==> src/rtl/dbg_brk_pkg.sv <==
package dbg_brk_pkg;
  localparam int unsigned XW = 32;
  localparam logic [XW-1:0] EXEC_NEED = 32'h0180_0000;
  localparam logic [XW-1:0] LOAD_NEED = 32'h0680_0000;
  localparam logic [XW-1:0] STOR_NEED = 32'h0a80_0000;
  localparam logic [XW-1:0] CAUSE_KEEP = 32'h0000_0300;
  localparam logic [4:0] BP_CODE = 5'd9;
  localparam int unsigned DLY_BIT = 30;
  localparam int unsigned STK_W = 6;

  function automatic logic half_ok(input logic [XW-1:0] dc, input logic [XW-1:0] a);
    return a[XW-1] ? dc[29] : dc[30];
  endfunction

  function automatic logic armed(input logic [XW-1:0] dc, input logic [XW-1:0] a,
                                 input logic [XW-1:0] need);
    return ((dc & need) == need) && half_ok(dc, a);
  endfunction

  function automatic logic addr_hit(input logic [XW-1:0] pc, input logic [XW-1:0] bpa,
                                    input logic [XW-1:0] msk);
    return ((pc ^ bpa) & msk) == '0;
  endfunction

  function automatic logic [XW-1:0] cause_on_bp(input logic [XW-1:0] c, input logic dly);
    logic [XW-1:0] r;
    r = c & CAUSE_KEEP;
    r[DLY_BIT] = dly;
    r[6:2] = BP_CODE;
    return r;
  endfunction

  function automatic logic [XW-1:0] status_on_bp(input logic [XW-1:0] s);
    return {s[XW-1:STK_W], s[STK_W-3:0], 2'b00};
  endfunction

  function automatic logic [XW-1:0] epc_on_bp(input logic [XW-1:0] pc, input logic dly);
    return dly ? pc - XW'(4) : pc;
  endfunction
endpackage

==> src/rtl/dbg_brk_exec_cmp.sv <==
module dbg_brk_exec_cmp
  import dbg_brk_pkg::*;
(
  input  logic [XW-1:0] pc,
  input  logic [XW-1:0] dctl,
  input  logic [XW-1:0] bpa,
  input  logic [XW-1:0] bpm,
  output logic          armed_x,
  output logic          hit
);
  always_comb begin
    armed_x = armed(dctl, pc, EXEC_NEED);
    hit     = armed_x && addr_hit(pc, bpa, bpm);
  end
endmodule

==> src/rtl/dbg_brk_data_arm.sv <==
module dbg_brk_data_arm
  import dbg_brk_pkg::*;
#(
  parameter logic [XW-1:0] NEED = LOAD_NEED
) (
  input  logic [XW-1:0] dctl,
  input  logic [XW-1:0] addr,
  output logic          en
);
  always_comb en = armed(dctl, addr, NEED);
endmodule

==> src/rtl/dbg_brk_exc_reg.sv <==
module dbg_brk_exc_reg
  import dbg_brk_pkg::*;
#(
  parameter logic [XW-1:0] VEC_PC = 32'h8000_0040
) (
  input  logic          clk,
  input  logic          rst_n,
  input  logic          valid,
  input  logic          hit,
  input  logic          take,
  input  logic [XW-1:0] fetch_pc,
  input  logic          dly,
  input  logic [XW-1:0] dctl_in,
  input  logic [XW-1:0] cause_in,
  input  logic [XW-1:0] status_in,
  output logic          taken_o,
  output logic [XW-1:0] dctl_out,
  output logic [XW-1:0] cause_out,
  output logic [XW-1:0] status_out,
  output logic [XW-1:0] epc_out,
  output logic [XW-1:0] pc_out
);
  logic [XW-1:0] dctl_nx, cause_nx, status_nx, epc_nx, pc_nx;

  always_comb begin
    dctl_nx   = hit ? (dctl_in | XW'(3)) : dctl_in;
    cause_nx  = take ? cause_on_bp(cause_in, dly) : cause_in;
    status_nx = take ? status_on_bp(status_in) : status_in;
    epc_nx    = take ? epc_on_bp(fetch_pc, dly) : epc_out;
    pc_nx     = take ? VEC_PC : fetch_pc;
  end

  always_ff @(posedge clk) begin
    if (!rst_n) begin
      taken_o    <= 1'b0;
      dctl_out   <= '0;
      cause_out  <= '0;
      status_out <= '0;
      epc_out    <= '0;
      pc_out     <= '0;
    end else begin
      taken_o <= valid && take;
      if (valid) begin
        dctl_out   <= dctl_nx;
        cause_out  <= cause_nx;
        status_out <= status_nx;
        epc_out    <= epc_nx;
        pc_out     <= pc_nx;
      end
    end
  end

  // a taken flag follows a strobed exception request
  p_taken_follows_r5: assert property (@(posedge clk) disable iff (!rst_n)
    taken_o |-> $past(valid) && $past(take));
  // redirect lands on the vector
  p_vector_r8: assert property (@(posedge clk) disable iff (!rst_n)
    taken_o |-> pc_out == VEC_PC);
  // status stack moved up two places
  p_stack_r7: assert property (@(posedge clk) disable iff (!rst_n)
    (valid && take) |=> status_out[1:0] == 2'b00 && status_out[5:2] == $past(status_in[3:0]));
  // exception code written into the cause word
  p_code_r6: assert property (@(posedge clk) disable iff (!rst_n)
    taken_o |-> cause_out[6:2] == BP_CODE);
  // no strobe, nothing moves
  p_hold_r10: assert property (@(posedge clk) disable iff (!rst_n)
    !valid |=> $stable(dctl_out) && $stable(pc_out) && $stable(epc_out) && !taken_o);
  // a hit always leaves both record bits set
  p_record_r4: assert property (@(posedge clk) disable iff (!rst_n)
    (valid && hit) |=> dctl_out[1:0] == 2'b11);
endmodule

==> src/rtl/dbg_brk_unit.sv <==
module dbg_brk_unit
  import dbg_brk_pkg::*;
#(
  parameter logic [31:0] VEC_PC = 32'h8000_0040
) (
  input  logic        clk,
  input  logic        rst_n,
  input  logic        chk_valid,
  input  logic [31:0] fetch_pc,
  input  logic        in_delay_slot,
  input  logic [31:0] dctl_in,
  input  logic [31:0] bp_addr,
  input  logic [31:0] bp_mask,
  input  logic [31:0] cause_in,
  input  logic [31:0] status_in,
  input  logic [31:0] data_addr,
  output logic        take_now,
  output logic        ld_armed,
  output logic        st_armed,
  output logic        taken_o,
  output logic [31:0] dctl_out,
  output logic [31:0] cause_out,
  output logic [31:0] status_out,
  output logic [31:0] epc_out,
  output logic [31:0] pc_out
);
  localparam int unsigned N_DATA = 2;
  localparam logic [N_DATA*XW-1:0] DATA_NEEDS = {STOR_NEED, LOAD_NEED};

  logic exec_armed, exec_hit;
  logic [N_DATA-1:0] data_en;

  dbg_brk_exec_cmp u_cmp (
    .pc(fetch_pc), .dctl(dctl_in), .bpa(bp_addr), .bpm(bp_mask),
    .armed_x(exec_armed), .hit(exec_hit)
  );

  for (genvar g = 0; g < N_DATA; g++) begin : g_data
    dbg_brk_data_arm #(.NEED(DATA_NEEDS[g*XW +: XW])) u_arm (
      .dctl(dctl_in), .addr(data_addr), .en(data_en[g])
    );
  end

  assign ld_armed = data_en[0];
  assign st_armed = data_en[1];
  assign take_now = chk_valid && exec_hit && dctl_in[31];

  dbg_brk_exc_reg #(.VEC_PC(VEC_PC)) u_exc (
    .clk(clk), .rst_n(rst_n), .valid(chk_valid), .hit(exec_hit), .take(take_now),
    .fetch_pc(fetch_pc), .dly(in_delay_slot), .dctl_in(dctl_in),
    .cause_in(cause_in), .status_in(status_in), .taken_o(taken_o),
    .dctl_out(dctl_out), .cause_out(cause_out), .status_out(status_out),
    .epc_out(epc_out), .pc_out(pc_out)
  );

  // a hit implies the execute enable pair
  p_exec_pair_r1: assert property (@(posedge clk) disable iff (!rst_n)
    exec_hit |-> dctl_in[23] && dctl_in[24]);
  // exception only with the enable bit set
  p_take_en_r5: assert property (@(posedge clk) disable iff (!rst_n)
    take_now |-> dctl_in[31] && chk_valid);
  // the half-space bit gates every hit
  p_half_r2: assert property (@(posedge clk) disable iff (!rst_n)
    exec_hit |-> (fetch_pc[31] ? dctl_in[29] : dctl_in[30]));
  // store enable needs the shared data-side bits
  p_st_bits_r9: assert property (@(posedge clk) disable iff (!rst_n)
    st_armed |-> dctl_in[23] && dctl_in[25] && dctl_in[27]);
endmodule

==> config.mk <==
export PLATFORM = sky130hd
export DESIGN_NAME = dbg_brk_unit
export DESIGN_NICKNAME = d
export VERILOG_FILES = /design/src/rtl/dbg_brk_pkg.sv /design/src/rtl/dbg_brk_exec_cmp.sv /design/src/rtl/dbg_brk_data_arm.sv /design/src/rtl/dbg_brk_exc_reg.sv /design/src/rtl/dbg_brk_unit.sv
export SDC_FILE = /design/constraint.sdc
export NUM_CORES = 1
export LEC_CHECK = 0
export BUFFER_PORTS_ARGS = -buffer_cell sky130_fd_sc_hd__buf_2
export CORE_AREA = 8 8 147 149
export CTS_BUF_LIST = sky130_fd_sc_hd__clkbuf_4
export DETAILED_ROUTE_END_ITERATION = 6
export DIE_AREA = 0 0 155 157
export PLACE_DENSITY = 0.7
export SLEW_MARGIN = 10
export SYNTH_ARGS = -nofsm -noshare
export SYNTH_HDL_FRONTEND = slang
export SYNTH_HIERARCHICAL = 1
export SYNTH_SLANG_ARGS = --single-unit
==> constraint.sdc <==
create_clock -name clk -period 2.66 [get_ports clk]
set_input_delay 0.399 -clock clk [delete_from_list [all_inputs] [get_ports clk]]
set_output_delay 0.399 -clock clk [all_outputs]
set_load 0.05 [all_outputs]
---- Word level (Yosys, flattened, before mapping) ----
Cells that the tools add are included.
operators by class
  $add $sub $neg .......................... 1
  equal/unequal tests ..................... 3
  muxes and demuxes ....................... 7
  bitwise operators ....................... 2
  reductions and logical operators ........ 9
operators with widths
  cell                   number
  $mux 32                3
  $and 32x32->32         1
  $logic_not 32->1       1
  $sub 32x3->32 const B  1
  $xor 32x32->32         1
  $logic_and 1x1->1      7
  $eq 3x3->1 const B     2
  $mux 6                 1
  $eq 2x2->1 const B     1
  $mux 1                 2
  $mux 2                 1
  $reduce_and 2->1       1
storage, ports and cells
  bits in registers ....................... 161
  input port bits ......................... 228
  output and inout bits ................... 164
  word-level logic and storage cells ...... 28

---- Depth between registers and ports, before layout ----
Gate-level depths: netlist (run 1).
  depth after elaboration ................. 7
  mapped depth ............................ 11
  depth with buffers taken out ............ 10

---- Cells and area by module ----
The synthesis (run 1) kept the hierarchy.
by module, submodules not included
  module            times used  cells each  area each (µm²)  seq. area each (µm²)
  dbg_brk_exc_reg   1           699         6,362.4          3,223.1
  dbg_brk_exec_cmp  1           56          485.5            0.0
  dbg_brk_data_arm  2           3           18.8             0.0
  dbg_brk_unit      1           1           6.3              0.0

---- Least setup slack after synthesis (run 1) ----
No wires, ideal clock.
  kind .................................... in2reg
  start ................................... in bp_addr[16]
  end ..................................... reg u_exc.epc_out[26]
  setup time .............................. 0.137 ns
  data arrival time ....................... 2.882 ns
  data required time ...................... 2.523 ns
  setup slack ............................. -0.358 ns
  stages on the path ...................... 11
  path buffers ............................ 3
  cells stage by stage .................... xor2_1 -> a22o_1 -> a221oi_2 -> nand4_1 -> nor3_2 -> and3_1 -> and2_1 -> clkbuf_1 -> clkbuf_1 -> clkbuf_1 -> a31oi_1
on the way
  cells in the longest elaborated chain, start to end .. 7
ends and longest elaborated chain
  what                               line                    source
  from (decl)                        dbg_brk_unit.sv:12      input logic [31:0] bp_addr,
  $xor 32x32->32                     dbg_brk_pkg.sv:22       return ((pc ^ bpa) & msk) == '0;
  $and 32x32->32                     dbg_brk_pkg.sv:22
  $logic_not 32->1                   dbg_brk_pkg.sv:22
  $logic_and 1x1->1                  dbg_brk_exec_cmp.sv:13  hit = armed_x && addr_hit(pc, bpa, bpm);
  named net exec_hit                 dbg_brk_unit.sv:30      logic exec_armed, exec_hit;
  $logic_and 1x1->1 (2 in a row)     dbg_brk_unit.sv:46      assign take_now = chk_valid && exec_hit && dctl_in[31];
  named net take_now                 dbg_brk_unit.sv:17      output logic take_now,
  $reduce_and 2->1 (no source line)  n/a
  to (signal assigned)               dbg_brk_exc_reg.sv:47   epc_out <= epc_nx;
  to (decl)                          dbg_brk_exc_reg.sv:20   output logic [XW-1:0] epc_out,
The timed path passes the listed nets, and every way through them passes these cells.
A chain may end at the register's enable or synchronous reset.

---- Worst setup path in the final report (run 1) ----
  start ................................... in bp_addr[28]
  end ..................................... out take_now
on the way
  cells in the longest elaborated chain, start to end .. 6
ends and longest elaborated chain
  what                            line
  $xor 32x32->32                  dbg_brk_pkg.sv:22
  $and 32x32->32                  dbg_brk_pkg.sv:22
  $logic_not 32->1                dbg_brk_pkg.sv:22
  $logic_and 1x1->1               dbg_brk_exec_cmp.sv:13
  named net exec_hit              dbg_brk_unit.sv:30
  $logic_and 1x1->1 (2 in a row)  dbg_brk_unit.sv:46
  to (decl)                       dbg_brk_unit.sv:17
The timed path passes the listed nets, and every way through them passes these cells.

==> qor.csv, run 1 <==
metric;value;unit
status;finished clean;
powerDensity;536.8;nW/µm²
rsz0062_at_grt;no;
syn-instance-count;762;
use_met2;0.3659;
antenna_found_initial;2;
globalRouteMet1Util;0.2402;
reg2reg_to;u_exc/cause_out[22];
critPathSlowestCell;nor3_2;
synth_ff_type;dfxtp_1;
vias;7119;
async_reset_ff_frac;0;
nets;1395;
syn_nets;991;
layout_commonest_cell;buf_2;
ys_ff_latch;161;
synth_cell_type_count;49;
layout-drive-gt1-share;0.3885;
fin_skew;0;ps
finalWeightedCongestion;0.9379;
rows;51;
r2r_start;u_exc/cause_out[22];
setup_viol;0;
final_util;0.5134;
cts_inserted_buffers;17;
hp-class;input port to register;
clock_sinks;161;
maxSlewHeadroom;0.4795;
crit_path_cell_trace;buf_2 -> xor2_1 -> a22o_1 -> a221oi_2 -> nand4_1 -> nor3_2 -> and3_4 -> buf_4 -> buf_4;
grt_max_degree;140;
clockBufferDepth;2;
h-tree-depth;4;
crit_path_frequent_cell;buf_4;
startpoint_type;input port;
clk_pin_slew_worst_paths;160;ps
final_cell_mix;buf_2, dfxtp_1, nor2_1, a21oi_1, mux2i_1;
r2r_setup_slack;1850;ps
finalCritPeriodShare;0.9646;
cp-end-kind;output pin;
cpPeakStageDelay;260;ps
die-area;24340;µm²
multi_input_area;3461;µm²
coreArea;19210;µm²
ios;392;
worst_pin_slew;780.7;ps
ys_warn_count;6;
max_freq;389.8;MHz
ys_seq_area_frac;0.4677;
seq_area;3223;µm²
clock_tree.root_cell;clkbuf_4;
fp.dieH;157;µm
r2r_cells;3;
p_leak;0.004775;µW
cts_tree;built;
clkLatencyLatePin;570;ps
path_delay_family;simple AND/OR/NAND/NOR gates;
crit_required;2260;ps
hold_viol_final;0;
critPathMaxFanout;4;
postCtsSetupRepairBufs;0;
syn_avg_cell_area;9.044;µm²
top_usage_layer;met2;
initialDrtViolationCount;439;
syn2layout_area_growth;43.08;%
dp_hpwl;20.21;mm
track_usage;0.2158;
start_util;0.3588;
hp-start;dctl_in[11];
holdPathEnd;u_exc/dctl_out[11];
finalMaxSlewViolations;0;
syn_area;6892;µm²
hold_path_depth;3;
cap_violations;0;
grt_overflow;0;
worst-setup-path-type;input port to output pin;
dr.pass1.iters;5;
n_fill_cell;1791;
met3_usage;0.08966;
die_w;155;µm
worstPathArrival;2170;ps
wirelength;26.90;mm
detail-route-antenna-nets;0;
min_period;2566;ps
synth_edf_count;0;
grt_pass1_vias;7248;
port_buffers;360;
via_per_inst;4.923;
grt_pass1_wl;40.77;mm
critPathBufInv;3;
wl_per_cell;18.60;µm
drc;0;
ir_worst_vdd;316.7;µV
fin_hold_ws;68.22;ps
worst register-to-register path, cell delays in order, from the launching register on:
cell	delay, ps
dfxtp_1	350
nor2b_1	130
a21oi_1	160
nor2_1	60
cells by family (layout without fill, tap and decap cells):
group,after synthesis,in the layout,share of synthesized area
DFF,161,161,0.4677
other,0,2,0
adders and majority gates,1,1,0.001815
AOI/OAI and AO/OA,156,156,0.1393
muxes,66,66,0.09586
and+or+nand+nor,277,277,0.2066
xor gates and xnor gates,43,43,0.05465
buffers and inverters,58,475,0.03413
flip-flops by register name, summed over array words and instances (netlist names):
register and flops:
u_exc/epc_out 32, u_exc/taken_o 1, u_exc/pc_out 32, u_exc/status_out 32, u_exc/dctl_out 32, u_exc/cause_out 32
metrics by stage:
stage	instances	worst slack, ps	area, µm²	power, µW	TNS (ps)
2_1_floorplan	762	45.46	6900	3356	0
3_3_place_gp	1380	-163.5	9226	3809	-4165
6_report	1446	94.26	9861	5293	0
4_1_cts	1441	1.879	9821	5343	0
5_1_grt	1446	25.70	9861	5544	0
3_5_place_dp	1380	-168.1	9226	3829	-7053
worst max-delay path by stage:
| stage | startpoint | cells after the start | to | slack [ps] |
|---|---|---|---|---|
| final | bp_addr[28] | 9 | take_now | 90 |
| after global routing | fetch_pc[28] | 9 | take_now | 30 |
| after CTS | fetch_pc[31] | 10 | take_now | 2 |
| after detailed placement | fetch_pc[31] | 11 | u_exc/epc_out[31] | -170 |
| after global placement | fetch_pc[31] | 11 | u_exc/epc_out[31] | -160 |
| after floorplan | bp_addr[16] | 11 | u_exc/epc_out[29] | 50 |
timing repair:
item / CTS / global route
pin swaps: 0 / 2
hold endpoints to repair: 29 / 3
hold buffers: 29 / 3
resized for setup: 1 / 3
endpoints found under the setup margin: 1 / 1
per-layer routing:
layer | vias to the layer above | part of all wire
met3 | 39 | 0.10
met4 | 0 | 0.023
li1 | 3457 | -
met1 | 3293 | 0.38
met2 | 330 | 0.49
met5 | - | 0
synthesized netlist by cell type (3+ instances only):
cell type | number | area share
dfxtp_1 | 161 | 0.47
nor2_1 | 138 | 0.075
a21oi_1 | 70 | 0.051
mux2i_1 | 66 | 0.096
nor2b_1 | 55 | 0.050
clkbuf_1 | 39 | 0.021
xor2_1 | 39 | 0.050
o21ai_0 | 25 | 0.018
nand2_1 | 18 | 0.0098
or4_1 | 13 | 0.014
a31oi_1 | 12 | 0.011
a211oi_1 | 10 | 0.011
o31ai_1 | 10 | 0.011
buf_2 | 8 | 0.0058
nand3_1 | 8 | 0.0058
a22oi_1 | 6 | 0.0065
nand2b_1 | 6 | 0.0054
or3_1 | 6 | 0.0054
buf_1 | 5 | 0.0027
inv_1 | 5 | 0.0027
nand3b_1 | 5 | 0.0054
nand4_1 | 5 | 0.0045
a221oi_2 | 4 | 0.0087
a22o_1 | 4 | 0.0051
a311oi_1 | 4 | 0.0051
o22ai_1 | 4 | 0.0036
xnor2_1 | 4 | 0.0051
and3_1 | 3 | 0.0027
nor3_1 | 3 | 0.0022
power breakdown:
part           total [µW]  leakage (µW)  internal, µW  switching [µW]
combinational        1240       0.00329           419             825
clock                1470      0.000158           434            1040
sequential           2580       0.00132          2520            52.1
cell type report:
class,instances,share of cell area
clock inverter,15,0.01675
inverter,5,0.002157
timing repair buffer,438,0.2562
antenna,2,0.0005075
multi-input combinational,543,0.3510
clock buffer,17,0.01294
sequential,161,0.3269
tap,265,0.03363
Power figures use the tool's default switching activity.
==> inputs of run 2 (changes only) <==
--- a/config.mk
+++ b/config.mk
@@ -5,12 +5,14 @@
 export SDC_FILE = /design/constraint.sdc
 export NUM_CORES = 1
 export LEC_CHECK = 0
+export ABC_AREA = 1
 export BUFFER_PORTS_ARGS = -buffer_cell sky130_fd_sc_hd__buf_2
-export CORE_AREA = 8 8 147 149
+export CORE_ASPECT_RATIO = 0.5
+export CORE_MARGIN = 8
+export CORE_UTILIZATION = 42
 export CTS_BUF_LIST = sky130_fd_sc_hd__clkbuf_4
 export DETAILED_ROUTE_END_ITERATION = 6
-export DIE_AREA = 0 0 155 157
-export PLACE_DENSITY = 0.7
+export PLACE_DENSITY = 0.79
 export SLEW_MARGIN = 10
 export SYNTH_ARGS = -nofsm -noshare
 export SYNTH_HDL_FRONTEND = slang
==> run 2 against run 1 <==
  * Power rose by 5.2%
  * Via count rose by 14%
  * Hold slack improved by 14 ps
  * Clock power rose by 20%
  * Maximum frequency rose by 8.7%
==> qor.csv, run 2 <==
metric;value;unit;change
fp.dieH;108.8;µm;was 157 µm
nets;1632;;was 1395
design_area;9697;µm²;was 9861 µm²
port_buffers;360;;unchanged
status;finished clean;;unchanged
rsz0062_at_grt;no;;unchanged
async_reset_ff_frac;0;;unchanged
syn_area;7229;µm²;was 6892 µm²
synth_edf_count;0;;unchanged
syn_avg_cell_area;6.872;µm²;was 9.044 µm²
dp_hpwl;21.42;mm;was 20.21 mm
start_util;0.4227;;was 0.3588
grt_pass1_vias;7698;;was 7248
ios;392;;unchanged
seq_area;3223;µm²;unchanged
worst_pin_slew;876.6;ps;was 780.7 ps
clock_tree.root_cell;clkbuf_4;;unchanged
crit_required;2260;ps;about the same
synth_area_leaders;dfxtp_1, nand2_1, nor2_1;;was dfxtp_1, mux2i_1, nor2_1
synth_top_cell_by_area;dfxtp_1;;unchanged
grt_max_degree;91;;was 140
clkLatencyLatePin;510;ps;was 570 ps
yosysMostFrequentCell;nand2_1;;was dfxtp_1
clk_pin_slew_worst_paths;140;ps;was 160 ps
drc;0;;unchanged
cts_resized;0;;was 1
hold_viol_final;0;;unchanged
initialDrtViolationCount;642;;was 439
cts_tree;built;;unchanged
pre_cts_slack;170.7;ps;was -168.1 ps
wl_per_cell;16.67;µm;was 18.60 µm
finalMaxSlewViolations;0;;unchanged
multi_input_area;3447;µm²;was 3461 µm²
setup_viol;0;;unchanged
coreArea;17100;µm²;was 19210 µm²
ys_seq_area_frac;0.4458;;was 0.4677
worst-setup-path-type;input port to output pin;;unchanged
synth_cell_type_count;36;;was 49
powerDensity;574.3;nW/µm²;was 536.8 nW/µm²
cap_violations;0;;unchanged
rows;34;;was 51
ys_ff_latch;161;;unchanged
wirelength;27.52;mm;was 26.90 mm
critPathMaxFanout;3;;was 4
syn_nets;1281;;was 991
hp-class;input port to register;;unchanged
min_period;2360;ps;was 2566 ps
synth_top_area_frac;0.4458;;was 0.4677
p_leak;0.005087;µW;was 0.004775 µW
antenna_found_initial;2;;unchanged
post-place-cells;1614;;was 1380
layout-drive-gt1-share;0.3234;;was 0.3885
clockBufferDepth;2;;unchanged
die_w;201.5;µm;was 155 µm
n_fill_cell;1668;;was 1791
synth_common_cells;nand2_1, nor2_1, dfxtp_1;;was dfxtp_1, nor2_1, a21oi_1
max_freq;423.6;MHz;was 389.8 MHz
synth_ff_type;dfxtp_1;;unchanged
final_cell_mix;buf_2, nand2_1, nor2_1, dfxtp_1, o21ai_0;;was buf_2, dfxtp_1, nor2_1, a21oi_1, mux2i_1
detail-route-antenna-nets;0;;unchanged
placed_area;9304;µm²;was 9226 µm²
h-tree-depth;4;;unchanged
grt_pass1_wl;40.99;mm;was 40.77 mm
r2r_start;u_exc/status_out[4];;was u_exc/cause_out[22]
fin_tns_setup;0;ps;unchanged
track_usage;0.2342;;was 0.2158
syn-instance-count;1052;;was 762
fin_cells;1651;;was 1446
via_per_inst;4.932;;was 4.923
vias;8142;;was 7119
setup_slack;299.5;ps;was 94.26 ps
maxSlewHeadroom;0.4156;;was 0.4795
ys_warn_count;6;;unchanged
layout_commonest_cell;buf_2;;unchanged
finalCritPeriodShare;0.8874;;was 0.9646
cp-end-kind;output pin;;unchanged
ir_worst_vdd;334.6;µV;was 316.7 µV
grt_overflow;0;;unchanged
syn2layout_area_growth;34.13;%;was 43.08%
cts_inserted_buffers;17;;unchanged
worstPathArrival;1960;ps;was 2170 ps
finalWeightedCongestion;0.9202;;was 0.9379
fin_skew;0;ps;unchanged
die-area;21920;µm²;was 24340 µm²
startpoint_type;input port;;unchanged
dr.pass1.iters;5;;unchanged
clock_sinks;161;;unchanged
worstSetupStartpoint;fetch_pc[26];;was bp_addr[28]
hp-start;dctl_in[0];;was dctl_in[11]
[run 2: per-layer routing]
layer  vias up  global-route usage  routed length, µm
met1      3680              0.2974              11930
met2       386              0.3634              11950
li1       4041                   -                  -
met4         2             0.05702                431
met3        33              0.1038               3200
met5         -                   0                 13
[run 2: where the power goes]
group	total, µW	switching, µW	internal, µW	leakage (µW)
logic	1210	876	338	0.00358
registers	2590	54.9	2530	0.00133
clock network	1770	900	868	0.000183
[run 2: cells by family (layout without fill, tap and decap cells)]
| group | after synthesis | count (layout) | synth area share |
|---|---|---|---|
| other cells | 0 | 1 | 0 |
| buf+inv | 140 | 504 | 0.07736 |
| fa+ha+maj | 1 | 1 | 0.001730 |
| compound gates | 198 | 198 | 0.1464 |
| simple gates | 544 | 544 | 0.3190 |
| xor+xnor | 8 | 8 | 0.009692 |
| flops | 161 | 161 | 0.4458 |
[run 2: final cells by class]
class / instances / area share
antenna: 1 / 0.0002581
clock buffer: 19 / 0.01471
clock inverter: 13 / 0.02142
inverter: 90 / 0.03523
multi-input combinational: 751 / 0.3555
sequential: 161 / 0.3324
tap: 234 / 0.03019
timing repair buffer: 382 / 0.2103
[run 2: repair_timing]
| item | CTS | global route |
|---|---|---|
| hold buffers | 0 | 4 |
| setup buffers | 0 | 0 |
| endpoints found under the hold margin | 0 | 4 |
[run 2: critical path: stages]
cell and delay, ps:
buf_2 130, or2_1 200, nand3_1 70, o21ai_1 110, nor2_1 190, nand3_1 130
nor2_2 160, nand2_1 80, nor2_2 170, buf_2 320
[run 2: final timing paths]
kind	to	slack, ps	cells past startpoint
hold / removal	u_exc/dctl_out[0]	80	3
hold reg to reg	u_exc/pc_out[2]	470	2
setup / recovery	take_now	300	10
setup reg to reg	u_exc/status_out[4]	1900	4
[run 2: per-stage QoR]
stage / hold slack (ps) / total power [µW] / util
floorplan: 523.6 / 3393 / -
finish: 81.76 / 5569 / 0.5670
detailed placement: 453.2 / 3841 / 0.5440
global placement: 449.0 / 3813 / 0.5440
global route: 12.29 / 5811 / 0.5670
CTS: 8.722 / 5601 / 0.5645
